==> src/rtl/trig_seq_pkg.sv <==
package trig_seq_pkg;
  localparam logic [3:0] OP_CTRL  = 4'd0;
  localparam logic [3:0] OP_HWAIT = 4'd1;
  localparam logic [3:0] OP_TRGA  = 4'd2;
  localparam logic [3:0] OP_TRGB  = 4'd3;
  localparam logic [3:0] OP_IRQ   = 4'd4;
  localparam logic [3:0] OP_STRB  = 4'd5;
  localparam logic [3:0] OP_JMP   = 4'd6;
  localparam logic [3:0] OP_JMPC0 = 4'd7;

  localparam logic [3:0] CT_T0    = 4'b1000;
  localparam logic [3:0] CT_SWLVL = 4'b1010;
  localparam logic [3:0] CT_SWEDG = 4'b1011;
  localparam logic [3:0] CT_BCAST = 4'b1111;

  typedef enum logic {ST_HALT = 1'b0, ST_RUN = 1'b1} seq_st_e;
endpackage

==> src/rtl/trig_seq_queue.sv <==
module trig_seq_queue #(
  parameter int DEPTH = 16,
  parameter int W     = 8,
  localparam int AW   = $clog2(DEPTH)
) (
  input  logic          clk,
  input  logic          rst_n,
  input  logic          we,
  input  logic [AW-1:0] waddr,
  input  logic [W-1:0]  wdata,
  input  logic [AW-1:0] raddr,
  output logic [W-1:0]  rdata
);
  logic [W-1:0] mem [DEPTH];

  always_ff @(posedge clk or negedge rst_n) begin
    if (!rst_n) begin
      for (int i = 0; i < DEPTH; i++) mem[i] <= '0;
    end else if (we) begin
      mem[waddr] <= wdata;
    end
  end

  assign rdata = mem[raddr];
endmodule

==> src/rtl/trig_seq_loop.sv <==
module trig_seq_loop #(
  parameter int CW = 16
) (
  input  logic          clk,
  input  logic          rst_n,
  input  logic          clr,
  input  logic          hit,
  input  logic [CW-1:0] lim,
  output logic          take
);
  logic [CW-1:0] cnt;

  assign take = (cnt != lim);

  always_ff @(posedge clk or negedge rst_n) begin
    if (!rst_n)      cnt <= '0;
    else if (clr)    cnt <= '0;
    else if (hit)    cnt <= take ? cnt + CW'(1) : '0;
  end
endmodule

==> src/rtl/trig_seq_ctrl.sv <==
module trig_seq_ctrl
  import trig_seq_pkg::*;
#(
  parameter int NTRIG = 32,
  parameter int NIRQ  = 16,
  parameter int AW    = 4,
  parameter int NLOOP = 2,
  localparam int HALF = NTRIG / 2
) (
  input  logic             clk,
  input  logic             rst_n,
  input  logic             en,
  input  logic             start_set,
  input  logic             start_clr,
  input  logic             step_mode,
  input  logic             ptr_we,
  input  logic [AW-1:0]    ptr_wdata,
  input  logic             swt_set,
  input  logic             swt_clr,
  input  logic             wdt_expire,
  input  logic [7:0]       step,
  input  logic [NTRIG-1:0] bcast_mask,
  input  logic             hw_done,
  input  logic [1:0]       tmr_done,
  input  logic             strb_ready,
  input  logic [NLOOP-1:0] loop_take,
  output logic [AW-1:0]    rd_addr,
  output logic [NLOOP-1:0] loop_hit,
  output logic             start_o,
  output logic [AW-1:0]    ptr_o,
  output logic             swt_o,
  output logic             hw_busy,
  output logic [3:0]       hw_sel,
  output logic [1:0]       tmr_busy,
  output logic             strb_valid,
  output logic [3:0]       strb_data,
  output logic [NTRIG-1:0] trig,
  output logic [NIRQ-1:0]  irq,
  output logic             step_irq
);
  seq_st_e          st;
  logic [AW-1:0]    ptr, sw_ptr, ptr_nx;
  logic             start_q, swt_q, swt_d;
  logic [3:0]       opc, opt;
  logic             active, fire, done;
  logic [NTRIG-1:0] trig_nx;
  logic [NIRQ-1:0]  irq_nx;

  assign opc     = step[7:4];
  assign opt     = step[3:0];
  assign rd_addr = ptr;
  assign active  = (st == ST_RUN) && start_q;
  assign fire    = active && en && !wdt_expire && done;

  assign hw_busy    = active && (opc == OP_HWAIT);
  assign hw_sel     = hw_busy ? opt : 4'd0;
  assign strb_valid = active && (opc == OP_STRB);
  assign strb_data  = strb_valid ? opt : 4'd0;

  always_comb begin
    for (int i = 0; i < 2; i++)
      tmr_busy[i] = active && (opc == OP_CTRL) && (opt == CT_T0 + 4'(i));
    for (int i = 0; i < NLOOP; i++)
      loop_hit[i] = fire && (opc == OP_JMPC0 + 4'(i));
  end

  always_comb begin
    done = 1'b1;
    unique case (opc)
      OP_CTRL: begin
        unique case (opt)
          CT_T0:        done = tmr_done[0];
          CT_T0 + 4'd1: done = tmr_done[1];
          CT_SWLVL:     done = swt_q;
          CT_SWEDG:     done = swt_q && !swt_d;
          default:      done = 1'b1;
        endcase
      end
      OP_HWAIT: done = hw_done;
      OP_STRB:  done = strb_ready;
      default:  done = 1'b1;
    endcase
  end

  always_comb begin
    ptr_nx = ptr + AW'(1);
    if (opc == OP_JMP) ptr_nx = opt[AW-1:0];
    for (int i = 0; i < NLOOP; i++)
      if (opc == OP_JMPC0 + 4'(i) && loop_take[i]) ptr_nx = opt[AW-1:0];
  end

  always_comb begin
    trig_nx = '0;
    irq_nx  = '0;
    if (fire) begin
      if (opc == OP_TRGA) trig_nx[int'(opt)] = 1'b1;
      if (opc == OP_TRGB) trig_nx[HALF + int'(opt)] = 1'b1;
      if (opc == OP_CTRL && opt == CT_BCAST) trig_nx = bcast_mask;
      if (opc == OP_IRQ) irq_nx[int'(opt)] = 1'b1;
    end
  end

  always_ff @(posedge clk or negedge rst_n) begin
    if (!rst_n) begin
      st <= ST_HALT; ptr <= '0; sw_ptr <= '0; start_q <= 1'b0;
      swt_q <= 1'b0; swt_d <= 1'b0; trig <= '0; irq <= '0; step_irq <= 1'b0;
    end else if (!en) begin
      st <= ST_HALT; ptr <= '0; start_q <= 1'b0;
      swt_q <= 1'b0; swt_d <= 1'b0; trig <= '0; irq <= '0; step_irq <= 1'b0;
    end else begin
      trig     <= trig_nx;
      irq      <= irq_nx;
      step_irq <= fire && step_mode;
      swt_d    <= swt_q;
      if (fire && opc == OP_CTRL && opt == CT_SWEDG) swt_q <= 1'b0;
      else if (swt_set)                              swt_q <= 1'b1;
      else if (swt_clr)                              swt_q <= 1'b0;
      if ((st == ST_RUN && wdt_expire) || (fire && step_mode)) start_q <= 1'b0;
      else if (start_clr)                                      start_q <= 1'b0;
      else if (start_set)                                      start_q <= 1'b1;
      unique case (st)
        ST_HALT: begin
          if (start_q) begin
            st  <= ST_RUN;
            ptr <= sw_ptr;
          end else if (ptr_we) begin
            sw_ptr <= ptr_wdata;
          end
        end
        ST_RUN: begin
          if (!start_q || wdt_expire) begin
            st <= ST_HALT;
          end else if (fire) begin
            ptr    <= ptr_nx;
            sw_ptr <= ptr_nx;
            if (step_mode) st <= ST_HALT;
          end
        end
        default: st <= ST_HALT;
      endcase
    end
  end

  assign start_o = start_q;
  assign ptr_o   = sw_ptr;
  assign swt_o   = swt_q;
endmodule

==> src/rtl/trig_seq.sv <==
module trig_seq #(
  parameter int DEPTH = 16,
  parameter int NTRIG = 32,
  parameter int NIRQ  = 16,
  parameter int CW    = 16,
  localparam int AW    = $clog2(DEPTH),
  localparam int NLOOP = 2
) (
  input  logic             clk,
  input  logic             rst_n,
  input  logic             en,
  input  logic             start_set,
  input  logic             start_clr,
  input  logic             step_mode,
  output logic             start_o,
  input  logic             ptr_we,
  input  logic [AW-1:0]    ptr_wdata,
  output logic [AW-1:0]    ptr_o,
  input  logic             swt_set,
  input  logic             swt_clr,
  output logic             swt_o,
  input  logic             q_we,
  input  logic [AW-1:0]    q_waddr,
  input  logic [7:0]       q_wdata,
  input  logic [NTRIG-1:0] bcast_mask,
  input  logic [CW-1:0]    lim0,
  input  logic [CW-1:0]    lim1,
  input  logic             wdt_expire,
  output logic             hw_busy,
  output logic [3:0]       hw_sel,
  input  logic             hw_done,
  output logic [1:0]       tmr_busy,
  input  logic [1:0]       tmr_done,
  output logic             strb_valid,
  output logic [3:0]       strb_data,
  input  logic             strb_ready,
  output logic [NTRIG-1:0] trig,
  output logic [NIRQ-1:0]  irq,
  output logic             step_irq
);
  logic [AW-1:0]    rd_addr;
  logic [7:0]       step;
  logic [NLOOP-1:0] loop_hit, loop_take;
  logic [CW-1:0]    lims [NLOOP];

  assign lims[0] = lim0;
  assign lims[1] = lim1;

  trig_seq_queue #(.DEPTH(DEPTH), .W(8)) u_queue (
    .clk(clk), .rst_n(rst_n), .we(q_we), .waddr(q_waddr), .wdata(q_wdata),
    .raddr(rd_addr), .rdata(step)
  );

  for (genvar gi = 0; gi < NLOOP; gi++) begin : g_loop
    trig_seq_loop #(.CW(CW)) u_loop (
      .clk(clk), .rst_n(rst_n), .clr(!en), .hit(loop_hit[gi]),
      .lim(lims[gi]), .take(loop_take[gi])
    );
  end

  trig_seq_ctrl #(.NTRIG(NTRIG), .NIRQ(NIRQ), .AW(AW), .NLOOP(NLOOP)) u_ctrl (
    .clk(clk), .rst_n(rst_n), .en(en), .start_set(start_set), .start_clr(start_clr),
    .step_mode(step_mode), .ptr_we(ptr_we), .ptr_wdata(ptr_wdata),
    .swt_set(swt_set), .swt_clr(swt_clr), .wdt_expire(wdt_expire), .step(step),
    .bcast_mask(bcast_mask), .hw_done(hw_done), .tmr_done(tmr_done),
    .strb_ready(strb_ready), .loop_take(loop_take), .rd_addr(rd_addr),
    .loop_hit(loop_hit), .start_o(start_o), .ptr_o(ptr_o), .swt_o(swt_o),
    .hw_busy(hw_busy), .hw_sel(hw_sel), .tmr_busy(tmr_busy),
    .strb_valid(strb_valid), .strb_data(strb_data), .trig(trig), .irq(irq),
    .step_irq(step_irq)
  );
endmodule

==> config.mk <==
export PLATFORM = sky130hd
export DESIGN_NAME = trig_seq
export DESIGN_NICKNAME = d
export VERILOG_FILES = /design/src/rtl/trig_seq_pkg.sv /design/src/rtl/trig_seq_queue.sv /design/src/rtl/trig_seq_loop.sv /design/src/rtl/trig_seq_ctrl.sv /design/src/rtl/trig_seq.sv
export SDC_FILE = /design/constraint.sdc
export NUM_CORES = 1
export LEC_CHECK = 0
export BUFFER_PORTS_ARGS = -buffer_cell sky130_fd_sc_hd__buf_2
export CORE_ASPECT_RATIO = 0.7
export CORE_MARGIN = 2
export CORE_UTILIZATION = 52
export DETAILED_ROUTE_END_ITERATION = 8
export PLACE_DENSITY = 0.77
export RECOVER_POWER = 50
export SLEW_MARGIN = 20
export SYNTH_ARGS = -nofsm -noshare
export SYNTH_HDL_FRONTEND = slang
export SYNTH_SLANG_ARGS = --single-unit
==> constraint.sdc <==
create_clock -name clk -period 3.3 [get_ports clk]
set_input_delay 0.99 -clock clk [delete_from_list [all_inputs] [get_ports clk]]
set_output_delay 0.99 -clock clk [all_outputs]
set_load 0.01 [all_outputs]
---- After elaboration in Yosys (flattened, before gate mapping) ----
Index checks and enable logic that the tools add are counted.
storage, ports and cells
  register bits after elaboration ......... 221
  input bits .............................. 95
  output and inout bits ................... 67
  logic and storage cells ................. 158
cells by class
  add/sub/neg operators ................... 4
  magnitude comparators ................... 8
  equal/unequal tests ..................... 26
  mux-type cells .......................... 58
  bitwise operators ....................... 4
  reduce and logical (&&, ||, !) cells .... 31
operators with widths
  cell                     number
  $mux W16                 10
  $mux W32                 5
  $bwmux W128              1
  $mux W4                  11
  $add A16 B1 Y16 const B  2
  $bmux W8 S4              1
  $demux W8 S4             1
  $ge A32 B1 Y1 const B    1
  $lt A32 B7 Y1 const B    1
  $ne A16 B16 Y1           2
  $or A32 B32 Y32          1
  $eq A4 B4 Y1 const B     6
  $mux W8                  3
  $logic_and A1 B1 Y1      23
  $mux W1                  18
  $eq A4 B3 Y1 const B     4
  $pmux W4 S2              2
  $ge A5 B5 Y1 const B     2
  $not A4 Y5               2
  $demux W1 S4             2
  $eq A4 B2 Y1 const B     2
  $ne A2 B2 Y1 const B     4
  $ne A4 B1 Y1 const B     2
  $add A5 B4 Y6 const A    1
  other kinds (19)         24

---- Depth between registers and ports, before layout ----
  depth in word-level cells ............... 15
  depth in mapped cells ................... 12
  mapped depth without buffers ............ 9

---- By module ----
A second synthesis with hierarchy kept.
unflattened totals
  cells, all modules ...................... 898
  area total of the unflattened synthesis .. 11194.5 um^2
modules (own cells, without submodules)
  module          instances  cells an instance  area an instance (um^2)  seq. area each (um^2)
  trig_seq_queue  1          365                5915.7                   3203.1
  trig_seq_ctrl   1          272                2860.2                   1526.5
  trig_seq_loop   2          130                1207.4                   400.4
  trig_seq        1          1                  3.8                      0.0

---- Least setup slack after synthesis ----
No wires, ideal clock.
  path kind ............................... input port to flip-flop
  start point ............................. input port en
  end point ............................... register g_loop[1].u_loop.cnt[12]
  setup time .............................. 0.087 ns
  data arrival time ....................... 3.132 ns
  required time ........................... 3.213 ns
  path slack .............................. 0.082 ns
  stages on the path ...................... 8
  path buffers ............................ 2
  path through ............................ clkbuf_1 -> inv_2 -> nor3b_1 -> o221ai_2 -> or4b_1 -> clkbuf_1 -> or3_1 -> o211ai_1
on the way
  cells in the longest elaborated chain, start to end .. 5
  elaborated cells between the ends (all ways) .. 6
  those cells by class .................... 1 x eq/ne; 1 x mux; 4 x reduce/logical
ends and longest elaborated chain
  element                           line                 source
  start, declared                   trig_seq.sv:11       input logic en,
  $logic_and A1 B1 Y1 (3 in a row)  trig_seq_ctrl.sv:53  assign fire = active && en && !wdt_expire && done;
  $logic_and A1 B1 Y1               trig_seq_ctrl.sv:64  loop_hit[i] = fire && (opc == OP_JMPC0 + 4'(i));
  $ne A2 B1 Y1 (no source line)     n/a
  end signal, assigned              trig_seq_loop.sv:18  else if (hit) cnt <= take ? cnt + CW'(1) : '0;
  end, declared                     trig_seq_loop.sv:11  logic [CW-1:0] cnt;
Parallel ways exist; a longest one is shown, timed or not.
A chain may end at the register's enable or synchronous reset.

---- Worst setup path in the final report ----
  start point ............................. register u_ctrl.ptr[0], in the netlist u_ctrl.rd_addr[0]
  end point ............................... output port strb_data[1]
on the way
  cells in the longest elaborated chain, start to end .. 7
ends and longest elaborated chain
  element                                         line                  source
  start, declared                                 trig_seq_ctrl.sv:42   logic [AW-1:0] ptr, sw_ptr, ptr_nx;
  start signal, assigned                          trig_seq_ctrl.sv:125  ptr <= sw_ptr;
  start signal, assigned                          trig_seq_ctrl.sv:134  ptr <= ptr_nx;
  $not A4 Y5 (not written as such) (*)            trig_seq_queue.sv:24  assign rdata = mem[raddr];
  $bmux W8 S4 (*)                                 trig_seq_queue.sv:24
  $mux W8 (not written as such) (*) (2 in a row)  trig_seq_queue.sv:24
  $eq A4 B3 Y1                                    trig_seq_ctrl.sv:57   assign strb_valid = active && (opc == OP_STRB);
  $logic_and A1 B1 Y1                             trig_seq_ctrl.sv:57
  $mux W4 (*)                                     trig_seq_ctrl.sv:58   assign strb_data = strb_valid ? opt : 4'd0;
  end, declared                                   trig_seq.sv:35        output logic [3:0] strb_data,
Every way passes the cells marked *; elsewhere a longest branch is shown, timed or not. The select of a mux whose other input is x is not followed.

==> out/metrics.csv <==
metric,value,unit
failing checks,"capacitance limit, slew limit, setup timing",
skew final,0.0173,ns
Post-Syn Instances,909,
number of DRC markers in iteration 0,808,
Yosys cell types,60,
Peak Freq,260,MHz
unrepaired setup endpoints after global routing,true,
CP endpoint kind,output pin,
Hold Fails Final Rpt,0,
GRT overflow,0,
total CTS buffers,21,
DR WL/cell,20.2,um
Yosys reg bits,221,
leading area contributor after synthesis,dfrtp_1,
die outline width,176,um
Yosys top cell area share,51.2,%
clock sink count,221,
H-tree levels,1,
total track usage,26.3,%
Async SR Flop Fraction,100,%
routed wire length,29.0,mm
Max-slew headroom,-70.2,%
Die Y,125,um
reg-to-reg endpoint,u_ctrl.rd_addr[0]$_DFFE_PN0P_,
Vias/cell,5.91,
Inserted Diodes,0,
pins over their slew limit,47,
Worst-path clk slew,0.06,ns
CTS tree,built,
Worst VDD drop,409,uV
sequential share of the synthesized area,51.2,%
fin crit share,117,%
number of detailed-route iterations in the first pass,6,
number of routed nets with antenna violations,0,
post-synthesis compound-gate area fraction,10.4,%
mapped cell area,10800,um2
post-synthesis simple-gate area fraction,11.6,%
most frequent cells in the layout,"dfrtp_1, buf_2, mux2_2",
maxcap violations,1,
largest family of logic cells by synthesized area,multiplexers,
Post-synth EDFFs,0,
first-pass GRT wire length,45.9,mm
GP Congestion,0.884,
reg2reg start,u_ctrl.rd_addr[0]$_DFFE_PN0P_,
final total power,7.41,mW
CP startpoint kind,register,
DRC viols,0,
largest net degree at the start of global routing,68,
Skew-Pair Late Insertion Delay,0.51,ns
Synth Area in XOR/XNOR,3.25,%
outcome,"complete, but fails checks",
fill count,1539,
Slew @ Worst Pin,2.55,ns
worst hold start,u_queue.mem[39]$_DFFE_PN0P_,
number of global-route vias before repair,8367,
DP Wirelength,20.4,mm
synth warn,0,
layout cells sized above 1,40.8,%
Post-Syn Area per Cell,11.9,um2
"setup slack, reg-to-reg",0.09,ns
Period minus WS final,3.85,ns
number of antenna violations at the first check in global routing,0,
worst endpoint required time,2.31,ns
Ports,162,
hold buffers post-CTS,0,
worst endpoint data arrival time,2.86,ns
Lkg Pwr,6.05,nW
synth-to-layout area growth,24.0,%
FF-to-FF path depth,13,
Root Driver,clkbuf_16,
Crit Path Max Fanout,5,
Clock Tree Buf Depth,3,
"most common cell after layout, fill and taps aside",dfrtp_1,
Hold Crit Depth,1,
pwr dens,554,nW/um2
post-synthesis mux area share,20.5,%
Die ar.,21900,um2
Layout Cells excl Fill,1431,
row cnt,44,
core area,20500,um2
vias,8453,
worst min path class,register to register,
Synth area leaders,"dfrtp_1, mux2_2, mux4_2",
Crit Path Category,register to output pin,
Synthesized Nets,1007,
Starting Density,52.6,%
"Top FF cell, synth",dfrtp_1,
Setup WS post-layout,-0.550,ns
final setup violation count,12,
Min-Delay Endpoint,u_queue.mem[39]$_DFFE_PN0P_,
Layout Nets,1240,
Synth Area in Adders,0.348,%
placed insts,1385,
PortBufs,161,
==> sequential cells by signal (all words and copies together), names as in the netlist <==
name / flops
g_loop.u_loop.cnt: 32
u_ctrl.irq: 16
u_ctrl.ptr_o: 4
u_ctrl.rd_addr: 4
u_ctrl.st: 1
u_ctrl.start_o: 1
u_ctrl.step_irq: 1
u_ctrl.swt_d: 1
u_ctrl.swt_o: 1
u_ctrl.trig: 32
u_queue.mem: 128
==> layout make-up <==
class | count | area (um2) | share of cell area [%]
repair buffers | 253 | 1590 | 11.9
clock buffers | 29 | 566 | 4.23
multi-input cells | 628 | 5190 | 38.8
inverters | 17 | 66.3 | 0.496
well taps | 276 | 345 | 2.58
flip-flops and latches | 221 | 5530 | 41.3
clock inverters | 7 | 91.3 | 0.683
==> stage by stage <==
stage                     setup TNS [ns]  utilization, %  hold WS [ns]  instance area (um2)  worst slack (ns)
after floorplan                        0               -         0.474                10800            0.0816
after global placement            -0.540            60.6         0.482                12400            -0.111
after detailed placement           -1.01            60.6         0.492                12400            -0.111
after CTS                          -6.37            64.3         0.389                13200            -0.580
after global routing              -18.79            65.2         0.511                13400            -0.642
final                              -6.12            65.2         0.504                13400            -0.550
==> cells by family after synthesis <==
logic type                 after synthesis
and+or+nand+nor                        250
AOI/OAI and AO/OA                      154
DFF                                    221
buffers and inverters                   61
xor gates and xnor gates                40
adders and majority gates                3
muxes                                  180
==> power breakdown <==
part           switching (mW)  leakage [nW]  internal, mW  total, mW
registers               0.225          2.85          3.10       3.32
clock network            1.02         0.319          1.36       2.38
logic                   0.854          2.88         0.853       1.71
==> repair_timing <==
| action | CTS | global route |
|---|---|---|
| setup endpoints to repair | 26 | 83 |
| resized for setup | 19 | 38 |
| gates cloned | 0 | 1 |
| buffers inserted | 4 | 5 |
| pin swaps | 3 | 10 |
==> cells in the mapped netlist (2+ instances only) <==
master	instances
a21boi_0	6
a21o_1	12
a21oi_1	23
a221o_1	2
a221oi_1	9
a221oi_2	6
a22o_1	4
a22oi_1	29
a32o_1	4
and2_1	17
and3_1	16
buf_1	2
buf_2	7
buf_4	2
buf_6	4
clkbuf_1	29
dfrtp_1	221
ha_1	3
inv_1	16
mux2_2	131
mux2i_1	29
mux4_2	20
nand2_1	52
nand2b_1	17
nand3_1	19
nand3b_1	4
nand4_1	12
nor2_1	64
nor2b_1	4
nor3_1	15
nor3b_1	5
nor4_1	9
o211ai_1	3
o21ai_0	28
o21ai_1	10
o2bb2a_1	2
o31ai_1	2
or3_1	10
or3b_1	2
xnor2_1	19
xor2_1	21
==> worst max-delay path by stage <==
stage | from | endpoint | slack (ns)
3_5_place_dp | u_ctrl.rd_addr[0]$_DFFE_PN0P_ | strb_data[1] | -0.11
4_1_cts | u_ctrl.rd_addr[0]$_DFFE_PN0P_ | strb_data[1] | -0.58
5_1_grt | u_ctrl.rd_addr[0]$_DFFE_PN0P_ | tmr_busy[0] | -0.64
3_3_place_gp | u_ctrl.rd_addr[0]$_DFFE_PN0P_ | strb_data[1] | -0.11
2_1_floorplan | en | g_loop[1].u_loop.cnt[12]$_DFFE_PN0P_ | 0.08
6_report | u_ctrl.rd_addr[0]$_DFFE_PN0P_ | strb_data[1] | -0.55
==> routing by layer <==
metal	part of all wire [%]	up-vias	GRT usage [%]
met5	0	-	0
met3	8.1	54	5.95
met2	44	339	38.5
li1	-	3794	-
met4	1.9	0	4.42
met1	46	4266	40.8
==> worst max-delay path, cell delays in order (launching register included) <==
cell and delay (ns):
dfrtp_2 0.38, buf_12 0.13, mux4_2 0.49, a22o_1 0.26, a221o_1 0.31, nor2_2 0.17
nand4_1 0.17, buf_6 0.20, a21oi_4 0.11, buf_2 0.15
(Power assumes the default switching activity.)
